## src/rtl/sbus_pkg.sv

```systemverilog
package sbus_pkg;

    typedef enum logic [2:0] {
        MD_IDLE,
        MD_WR_A,
        MD_WR_B,
        MD_RD,
        MD_SKIP
    } sbus_mode_e;

    localparam int unsigned ADDR_W = 8;

    localparam logic [ADDR_W-1:0] ADDR_WR_A = 8'h82;
    localparam logic [ADDR_W-1:0] ADDR_WR_B = 8'h92;
    localparam logic [ADDR_W-1:0] ADDR_RD   = 8'hA2;

    localparam int unsigned SEL_W = 3;
    localparam logic [SEL_W-1:0] SEL_UNLOCK = 3'b001;
    localparam logic [SEL_W-1:0] SEL_DONE   = 3'b010;
    localparam logic [SEL_W-1:0] SEL_IO1    = 3'b101;
    localparam logic [SEL_W-1:0] SEL_IO2    = 3'b110;

    // Shift register holds first-received bit in bit 0; first four bits form
    // the upper nibble of the code, the next four the lower nibble.
    function automatic logic [ADDR_W-1:0] addr_from_shift(input logic [ADDR_W-1:0] sh);
        return {sh[3:0], sh[7:4]};
    endfunction

endpackage

```

## src/rtl/sbus_sync.sv

```systemverilog
module sbus_sync #(
    parameter int unsigned WIDTH  = 3,
    parameter int unsigned STAGES = 2
) (
    input  logic             clk,
    input  logic             rst_n,
    input  logic [WIDTH-1:0] async_in,
    output logic [WIDTH-1:0] lvl,
    output logic [WIDTH-1:0] rise,
    output logic [WIDTH-1:0] fall
);

    localparam int unsigned DEPTH = STAGES + 1;

    logic [WIDTH-1:0] pipe_d [DEPTH];
    logic [WIDTH-1:0] pipe_q [DEPTH];

    always_comb begin
        pipe_d[0] = async_in;
        for (int i = 1; i < DEPTH; i++) begin
            pipe_d[i] = pipe_q[i-1];
        end
    end

    always_ff @(posedge clk or negedge rst_n) begin
        if (!rst_n) begin
            for (int i = 0; i < DEPTH; i++) begin
                pipe_q[i] <= '0;
            end
        end else begin
            for (int i = 0; i < DEPTH; i++) begin
                pipe_q[i] <= pipe_d[i];
            end
        end
    end

    for (genvar b = 0; b < WIDTH; b++) begin : g_edge
        assign lvl[b]  = pipe_q[STAGES-1][b];
        assign rise[b] = pipe_q[STAGES-1][b] & ~pipe_q[STAGES][b];
        assign fall[b] = ~pipe_q[STAGES-1][b] & pipe_q[STAGES][b];
    end

endmodule

```

## src/rtl/sbus_frame.sv

```systemverilog
module sbus_frame
    import sbus_pkg::*;
#(
    parameter int unsigned DATA_W = 24,
    parameter int unsigned IFC_W  = 20
) (
    input  logic              clk,
    input  logic              rst_n,
    input  logic              ce_lvl,
    input  logic              ce_rise,
    input  logic              ce_fall,
    input  logic              cl_rise,
    input  logic              di,
    input  logic [1:0]        io_pin,
    input  logic [IFC_W-1:0]  ifc_count,
    input  logic              unlock_det,
    output logic [DATA_W-1:0] word_a,
    output logic [DATA_W-1:0] word_b,
    output logic              rd_active,
    output logic              rd_bit,
    output logic              ul_flag
);

    localparam int unsigned BITS_W  = $clog2(DATA_W + 1) + 1;
    localparam int unsigned SNAP_W  = IFC_W + 3;
    localparam logic [BITS_W-1:0] FULL_CNT = BITS_W'(DATA_W);

    typedef struct packed {
        sbus_mode_e        mode;
        logic [ADDR_W-1:0] addr_sh;
        logic [DATA_W-1:0] data_sh;
        logic [BITS_W-1:0] bits;
        logic [DATA_W-1:0] out_sh;
        logic              ul;
        logic [DATA_W-1:0] word_a;
        logic [DATA_W-1:0] word_b;
    } frame_t;

    frame_t fr_d, fr_q;
    logic [DATA_W-1:0] rd_load;

    always_comb begin
        rd_load = '0;
        rd_load[DATA_W-1 -: SNAP_W] = {io_pin[1], io_pin[0], ~fr_q.ul, ifc_count};

        fr_d = fr_q;
        if (unlock_det) begin
            fr_d.ul = 1'b1;
        end

        if (ce_rise) begin
            fr_d.bits    = '0;
            fr_d.data_sh = '0;
            case (addr_from_shift(fr_q.addr_sh))
                ADDR_WR_A: fr_d.mode = MD_WR_A;
                ADDR_WR_B: fr_d.mode = MD_WR_B;
                ADDR_RD: begin
                    fr_d.mode   = MD_RD;
                    fr_d.out_sh = rd_load;
                end
                default:   fr_d.mode = MD_SKIP;
            endcase
            if (fr_d.mode != MD_SKIP) begin
                fr_d.ul = unlock_det;
            end
        end else if (ce_fall) begin
            if (fr_q.mode == MD_WR_A && fr_q.bits == FULL_CNT) begin
                fr_d.word_a = fr_q.data_sh;
            end
            if (fr_q.mode == MD_WR_B && fr_q.bits == FULL_CNT) begin
                fr_d.word_b = fr_q.data_sh;
            end
            fr_d.mode = MD_IDLE;
        end else if (cl_rise) begin
            if (!ce_lvl) begin
                fr_d.addr_sh = {di, fr_q.addr_sh[ADDR_W-1:1]};
            end else if (fr_q.mode == MD_WR_A || fr_q.mode == MD_WR_B) begin
                fr_d.data_sh = {di, fr_q.data_sh[DATA_W-1:1]};
                if (fr_q.bits != '1) begin
                    fr_d.bits = fr_q.bits + 1'b1;
                end
            end else if (fr_q.mode == MD_RD) begin
                fr_d.out_sh = {fr_q.out_sh[DATA_W-2:0], 1'b0};
            end
        end
    end

    always_ff @(posedge clk or negedge rst_n) begin
        if (!rst_n) begin
            fr_q.mode    <= MD_IDLE;
            fr_q.addr_sh <= '0;
            fr_q.data_sh <= '0;
            fr_q.bits    <= '0;
            fr_q.out_sh  <= '0;
            fr_q.ul      <= 1'b0;
            fr_q.word_a  <= '0;
            fr_q.word_b  <= '0;
        end else begin
            fr_q <= fr_d;
        end
    end

    assign word_a    = fr_q.word_a;
    assign word_b    = fr_q.word_b;
    assign rd_active = (fr_q.mode == MD_RD);
    assign rd_bit    = fr_q.out_sh[DATA_W-1];
    assign ul_flag   = fr_q.ul;

    AST_SHORT_NO_LOAD: assert property (@(posedge clk) disable iff (!rst_n)
        (ce_fall && fr_q.bits != FULL_CNT) |=> ($stable(word_a) && $stable(word_b)));
    AST_SKIP_NO_LOAD: assert property (@(posedge clk) disable iff (!rst_n)
        (fr_q.mode == MD_SKIP || fr_q.mode == MD_RD) |=> ($stable(word_a) && $stable(word_b)));
    AST_UL_SET: assert property (@(posedge clk) disable iff (!rst_n)
        unlock_det |=> ul_flag);
    AST_UL_HELD: assert property (@(posedge clk) disable iff (!rst_n)
        (ul_flag && !ce_rise) |=> ul_flag);

endmodule

```

## src/rtl/sbus_dout_sel.sv

```systemverilog
module sbus_dout_sel
    import sbus_pkg::*;
(
    input  logic             clk,
    input  logic             rst_n,
    input  logic [SEL_W-1:0] sel,
    input  logic             ce_lvl,
    input  logic             rd_active,
    input  logic             rd_bit,
    input  logic             ul_flag,
    input  logic             ifc_done,
    input  logic [1:0]       io_pin,
    output logic             dout_low
);

    logic dout_d, dout_q;

    always_comb begin
        if (ce_lvl) begin
            dout_d = rd_active ? ~rd_bit : 1'b0;
        end else begin
            case (sel)
                SEL_UNLOCK: dout_d = ul_flag;
                SEL_DONE:   dout_d = ifc_done;
                SEL_IO1:    dout_d = ~io_pin[0];
                SEL_IO2:    dout_d = ~io_pin[1];
                default:    dout_d = 1'b0;
            endcase
        end
    end

    always_ff @(posedge clk or negedge rst_n) begin
        if (!rst_n) begin
            dout_q <= 1'b0;
        end else begin
            dout_q <= dout_d;
        end
    end

    assign dout_low = dout_q;

endmodule

```

## src/rtl/sbus_ctrl_if.sv

```systemverilog
module sbus_ctrl_if
    import sbus_pkg::*;
#(
    parameter int unsigned DATA_W      = 24,
    parameter int unsigned IFC_W       = 20,
    parameter int unsigned SYNC_STAGES = 2
) (
    input  logic              clk,
    input  logic              rst_n,
    input  logic              sb_ce,
    input  logic              sb_clk,
    input  logic              sb_din,
    output logic              sb_dout_low,
    input  logic [1:0]        io_pin,
    input  logic [IFC_W-1:0]  ifc_count,
    input  logic              ifc_done,
    input  logic              unlock_det,
    output logic [DATA_W-1:0] word_a,
    output logic [DATA_W-1:0] word_b
);

    localparam int unsigned LINES = 3;

    logic [LINES-1:0] ln_lvl, ln_rise, ln_fall;
    logic rd_active, rd_bit, ul_flag;
    logic [SEL_W-1:0] sel;

    sbus_sync #(.WIDTH(LINES), .STAGES(SYNC_STAGES)) u_sync (
        .clk      (clk),
        .rst_n    (rst_n),
        .async_in ({sb_din, sb_clk, sb_ce}),
        .lvl      (ln_lvl),
        .rise     (ln_rise),
        .fall     (ln_fall)
    );

    sbus_frame #(.DATA_W(DATA_W), .IFC_W(IFC_W)) u_frame (
        .clk        (clk),
        .rst_n      (rst_n),
        .ce_lvl     (ln_lvl[0]),
        .ce_rise    (ln_rise[0]),
        .ce_fall    (ln_fall[0]),
        .cl_rise    (ln_rise[1]),
        .di         (ln_lvl[2]),
        .io_pin     (io_pin),
        .ifc_count  (ifc_count),
        .unlock_det (unlock_det),
        .word_a     (word_a),
        .word_b     (word_b),
        .rd_active  (rd_active),
        .rd_bit     (rd_bit),
        .ul_flag    (ul_flag)
    );

    assign sel = word_a[SEL_W-1:0];

    sbus_dout_sel u_dout (
        .clk       (clk),
        .rst_n     (rst_n),
        .sel       (sel),
        .ce_lvl    (ln_lvl[0]),
        .rd_active (rd_active),
        .rd_bit    (rd_bit),
        .ul_flag   (ul_flag),
        .ifc_done  (ifc_done),
        .io_pin    (io_pin),
        .dout_low  (sb_dout_low)
    );

    AST_WRITE_DOUT_OPEN: assert property (@(posedge clk) disable iff (!rst_n)
        (ln_lvl[0] && $past(ln_lvl[0]) && !rd_active) |-> !sb_dout_low);
    AST_IDLE_OPEN_SEL: assert property (@(posedge clk) disable iff (!rst_n)
        (!ln_lvl[0] && (sel == 3'b000 || sel == 3'b011 || sel == 3'b100 || sel == 3'b111))
        |=> !sb_dout_low);

endmodule

```

## config.mk

```make
export PLATFORM = sky130hd
export DESIGN_NAME = sbus_ctrl_if
export DESIGN_NICKNAME = d
export VERILOG_FILES = /design/src/rtl/sbus_pkg.sv /design/src/rtl/sbus_sync.sv /design/src/rtl/sbus_frame.sv /design/src/rtl/sbus_dout_sel.sv /design/src/rtl/sbus_ctrl_if.sv
export SDC_FILE = /design/constraint.sdc
export NUM_CORES = 1
export LEC_CHECK = 0
export BUFFER_PORTS_ARGS = -buffer_cell sky130_fd_sc_hd__buf_4
export CELL_PAD_IN_SITES_DETAIL_PLACEMENT = 0
export CELL_PAD_IN_SITES_GLOBAL_PLACEMENT = 1
export CORE_UTILIZATION = 25
export DETAILED_ROUTE_END_ITERATION = 8
export PLACE_DENSITY_LB_ADDON = 0.1
export SLEW_MARGIN = 20
export SYNTH_ARGS = -nofsm -noshare
export SYNTH_HDL_FRONTEND = slang
export SYNTH_SLANG_ARGS = --single-unit
```

## constraint.sdc

```tcl
create_clock -name clk -period 3 [get_ports clk]
set_input_delay 0.3 -clock clk [delete_from_list [all_inputs] [get_ports clk]]
set_output_delay 0.3 -clock clk [all_outputs]
set_load 0.02 [all_outputs]
```

[Word level (Yosys, flattened, before mapping)]
Cells that the tools add are included.
Word-level totals
  register bits after elaboration: 123
  input bits: 29
  output and inout bits: 49
Cells by class
  $add $sub $neg: 1
  equal/unequal tests: 16
  muxes and demuxes: 19
  bitwise gates (word level): 12
  reduce and logical (&&, ||, !) cells: 15
Operators with widths (number)
  54-bit 2-to-1 mux: 4
  24-bit 2-to-1 mux: 3
  30-bit 2-to-1 mux: 1
  8-bit == test, second input constant: 3
  2-bit nonzero test: 6
  3-bit by 2-bit == test with 1-bit output, second input constant: 3
  3-bit 2-to-1 mux: 3
  1-bit NOT: 9
  3-bit one-hot mux with 3 select lines: 1
  4-bit AND reduction: 2
  6-bit by 1-bit adder with 6-bit output, second input constant: 1
  3-bit by 1-bit == test with 1-bit output, second input constant: 2
  3-bit == test, second input constant: 2
  6-bit by 5-bit == test with 1-bit output, second input constant: 1
  6-bit 2-to-1 mux: 1
  6-bit != test, second input constant: 1
  3-bit AND reduction: 2
  6-bit AND reduction: 1
  1-bit 2-to-1 mux: 5
  5-bit AND reduction: 1
  2-bit by 1-bit != test with 1-bit output, second input constant: 2
  1-bit one-hot mux with 4 select lines: 1
  1-bit AND: 3
  3-bit != test, second input constant: 1
  3 further kinds: 4

[Logic depth before layout (Yosys ltp)]
  depth in word-level cells: 7
  depth in mapped cells: 7

[Modules after synthesis]
Synthesis repeated with hierarchy kept, for this count alone.
Second synthesis, totals
  cells, all modules: 469
  area total of the unflattened synthesis: 5491.5 sq um
By module, submodules not included
  sbus_frame: instances 1, cells each 439, area each 5101.1 sq um
  sbus_sync: instances 1, cells each 18, area each 285.3 sq um
  sbus_dout_sel: instances 1, cells each 12, area each 105.1 sq um

[Worst setup path before layout]
Ideal clock, no wire load.
  path type: reg2reg
  start point: reg u_sync.pipe_q[0] (netlist name)
  end point: reg u_frame.fr_q[67] (netlist name)
  library setup time: 125 ps
  data arrival time: 1933 ps
  data required time: 2875 ps
  path slack: 941 ps
  cell stages (with the launch flop): 7
  clock period less this slack: 2059 ps
  path through: dfrtp_1 inv_1 ha_1 buf_1 clkbuf_1 mux2_2 mux2_4
Between the ends
  word-level cells in the longest chain between the ends: 4
  elaborated cells between the ends (all ways): 11
  those cells by class: eq/ne: 3; mux: 1; bitwise: 3; reduce/logical: 4
Ends and longest elaborated chain
  start: declaration: line sbus_sync.sv:16  | logic [WIDTH-1:0] pipe_q [DEPTH];
  start signal: indexed assignment: line sbus_sync.sv:32  | pipe_q[i] <= pipe_d[i];
  1-bit NOT: line sbus_sync.sv:39  | assign rise[b] = pipe_q[STAGES-1][b] & ~pipe_q[STAGES][b];
  1-bit AND: line sbus_sync.sv:39
  2-bit by 1-bit != test with 1-bit output (no source line), or another cell as far along
  6-bit AND reduction (no source line)
  end signal: assignment: line sbus_frame.sv:99  | fr_q <= fr_d;
  end: declaration: line sbus_frame.sv:39  | frame_t fr_d, fr_q;
Several ways; a longest one is shown, not always the timed one.
A chain may end at the register's enable or synchronous reset.

[Worst setup path after layout]
  start point: reg u_sync.pipe_q, in the netlist u_sync.lvl[0]
  end point: reg u_frame.fr_q[54] (netlist name)
Between the ends
  word-level cells in the longest chain between the ends: 4
  elaborated cells between the ends (all ways): 11
  those cells by class: eq/ne: 3; mux: 1; bitwise: 3; reduce/logical: 4
Ends and longest elaborated chain
  1-bit NOT (no source line)
  1-bit AND: line sbus_sync.sv:40  | assign fall[b] = ~pipe_q[STAGES-1][b] & pipe_q[STAGES][b];
  2-bit by 1-bit != test with 1-bit output (no source line)
  6-bit AND reduction (no source line)
Several ways; a longest one is shown, not always the timed one.

==> flow_summary_export.csv <==
group,metric,value,unit
critical_path,crit_path_top_delay_cell,"or4b_1",
synthesis,ys_warn_count,0,
sta,finalCritPeriodShare,79.3,%
synthesis,synth-main-ff-cell,"dfrtp_1",
floorplanning,die_y,152,um
clock_network,clk_pin_slew_worst_paths,60,ps
pwr,power,4.04,mW
synthesis,synth-edff-count,0,
global_routing,grt_pass1_wl,19600,um
floorplanning,die_w,152,um
clock_network,clock_sinks,122,
critical_path,crit_path_end_kind,"register",
min_path,hp-class,"in2reg",
placement,portBuffers,77,
placement,dp.cells,744,
pwr,power_density,590,nW/um2
critical_path,r2r_setup_slack,620,ps
routing,first_iter_violations,147,
layout,area_growth,22.3,%
synthesis,syn-cell-area,5600,um2
synthesis,postSynthCellCount,443,
critical_path,slowest_delay,530,ps
placement,dp_hpwl,7560,um
layout,layout-drive-gt1-share,43.6,%
clock_network,ctsHtreeMaxLevel,4,
floorplanning,coreArea,21900,um2
synthesis,syn_area_per_cell,12.6,um2
sta,hold_viol_final,0,
synthesis,yosysSeqAreaShare,54.5,%
pwr,vdd_ir_drop_max,0.313,mV
sta,period_needed,2380,ps
global_routing,met2_usage,18.2,%
synthesis,ys_top_cells_by_area,"dfrtp_1 (55%), mux2_2 (16%), buf_4 (6.4%)",
synthesis,yosys.area.top_type,"dfrtp_1",
floorplanning,start_util,25.6,%
synthesis,synth_nets,477,
global_routing,antenna_found_initial,0,
synthesis,synthArstFlopShare,100,%
clock_network,numCtsBuffers,17,
clock_network,cts_setup_buffers,0,
synthesis,ys_ff_latch,122,
routing,drcViolationCount,0,
critical_path,cp.required,3290,ps
routing,dr.pass1.iters,5,
layout,finalNonFillerCells,780,
clock_network,cts_tree,"built",
sta,grt_setup_unrepaired,"no",
global_routing,grt_use_met3,3.23,%
sta,fin_setup_tns,0,ps
synthesis,synth_top_area_share,54.5,%
placement,place.gp.congestion,0.738,
routing,wire_per_inst,15.4,um
critical_path,criticalPathCategory,"reg2reg",
layout,fill_cells,2284,
sta,slew_violations,0,
global_routing,overflow,0,
critical_path,crit_arrival,2670,ps
routing,vias,3434,
sta,fmax,0.420,GHz
routing,routed_wl,12000,um
sta,tightest_slew,756,ps
floorplanning,row_count,54,
routing,vias_per_cell,4.40,
status,status,"finished, final reports clean",
floorplanning,die-area,23000,um2
clock_network,ctsResizeCount,0,
layout,final_util,31.3,%
global_routing,grt_max_degree,57,
layout,n_antenna_cell,0,
sta,finalClockSkew,8.72,ps
global_routing,busiest_layer,"met2",
layout,layout.nets,521,
critical_path,path_max_fanout,23,
critical_path,startpoint_type,"register",
routing,ant_nets,0,
clock_network,clockBufferDepth,2,
global_routing,grt_pass1_vias,3634,
sta,setup_viol,0,
job,cap_violations,0,
synthesis,synth.distinct_cells,43,
pwr,leakage,3.34,nW
critical_path,crit_path_cell_trace,"ha_1 -> buf_4 -> or4b_1 -> o32a_2 -> mux2_4",
synthesis,synth_common_cells,"dfrtp_1 (122), mux2_2 (78), buf_4 (48)",
global_routing,grt_use_met1,14.3,%
synthesis,synth_most_common_cell,"dfrtp_1",
clock_network,clock_latency,410,ps
global_routing,grt_use_total,11.3,%
sta,slew_headroom,49.6,%
floorplanning,ios,78,
clock_network,root_buffer,"clkbuf_16",
[timing repair]
action	4_1_cts	5_1_grt
setup endpoints to repair	0	0
hold endpoints to repair	46	0
hold buffers	4	0
[path summary, 6_finish.rpt]
path / to / startpoint / cells past startpoint
max: u_frame.fr_q[54]$_DFFE_PN0P_ / u_sync.lvl[0]$_DFF_PN0_ / 5
min: u_frame.ul_flag$_DFF_PN0_ / unlock_det / 2
max reg2reg: u_frame.fr_q[54]$_DFFE_PN0P_ / u_sync.lvl[0]$_DFF_PN0_ / 5
min reg2reg: u_sync.lvl[2]$_DFF_PN0_ / u_sync.pipe_d[5]$_DFF_PN0_ / 0
max in group asynchronous: u_frame.fr_q[98]$_DFFE_PN0P_ / rst_n / 3
min in group asynchronous: u_frame.word_b[23]$_DFFE_PN0P_ / rst_n / 2
[metal layers]
layer,wire [um],up-vias
li1,-,1608
met1,5640,1734
met2,5650,80
met3,571,12
met4,166,0
met5,0,-
[state kept, by name, indices dropped and copies added, names as in the netlist]
| signal | flops |
|---|---|
| u_sync.pipe_q | 2 |
| u_frame.ul_flag | 1 |
| u_sync.lvl | 3 |
| u_dout.dout_low | 1 |
| u_frame.fr_q | 63 |
| u_frame.word_b | 24 |
| u_frame.rd_bit | 1 |
| u_frame.word_a | 24 |
| u_sync.pipe_d | 3 |
[area by class of cell]
type | count | area [um2] | area share (%)
Clock inverter | 13 | 194 | 2.83
Sequential cell | 122 | 3050 | 44.6
Clock buffer | 19 | 433 | 6.32
Inverter | 34 | 128 | 1.86
Timing Repair Buffer | 93 | 721 | 10.5
Tap cell | 280 | 350 | 5.12
Multi-Input combinational cell | 219 | 1970 | 28.8
[power by group]
group | total (mW) | internal [mW] | switching (mW)
Combinational | 0.164 | 0.0739 | 0.0906
Sequential | 1.69 | 1.67 | 0.0201
Clock | 2.18 | 1.40 | 0.780
[cell usage in the layout, fill, tap and decap left out, drive strengths merged, types with 5 or more instances in the layout]
cell type	synthesis	layout
a21oi	5	5
buf	51	89
clkbuf	17	19
clkinv	0	6
dfrtp	122	122
ha	5	5
inv	34	36
mux2	96	96
nand2b	5	5
nand3	6	6
nand4	25	25
o21ai	26	26
[per-stage QoR]
stage | hold WS (ps) | area [um2] | setup WS, ps
6_report | 89.3 | 6850 | 621
5_1_grt | 89.3 | 6850 | 547
4_1_cts | 74.6 | 6850 | 614
3_5_place_dp | 342 | 6180 | 626
3_3_place_gp | 339 | 6180 | 678
2_1_floorplan | 4.41 | 5600 | 941
[critical path, delay by kind of cell (launching register included)]
family / cells / cell delay (ps)
compound gates: 1 / 470
flops: 1 / 440
buf+inv: 1 / 180
fa+ha+maj: 1 / 230
simple gates: 1 / 530
mux: 1 / 390
[cells by family after synthesis]
group / count (synthesis) / share of synthesized area, %
multiplexers: 100 / 21.2
AO/OA/AOI/OAI: 51 / 5.68
adder cells (fa/ha/maj): 5 / 1.12
flip-flops: 122 / 54.5
XOR/XNOR: 2 / 0.313
buffers and inverters: 102 / 10.3
AND/OR/NAND/NOR: 61 / 6.79
(Power assumes the default switching activity.)
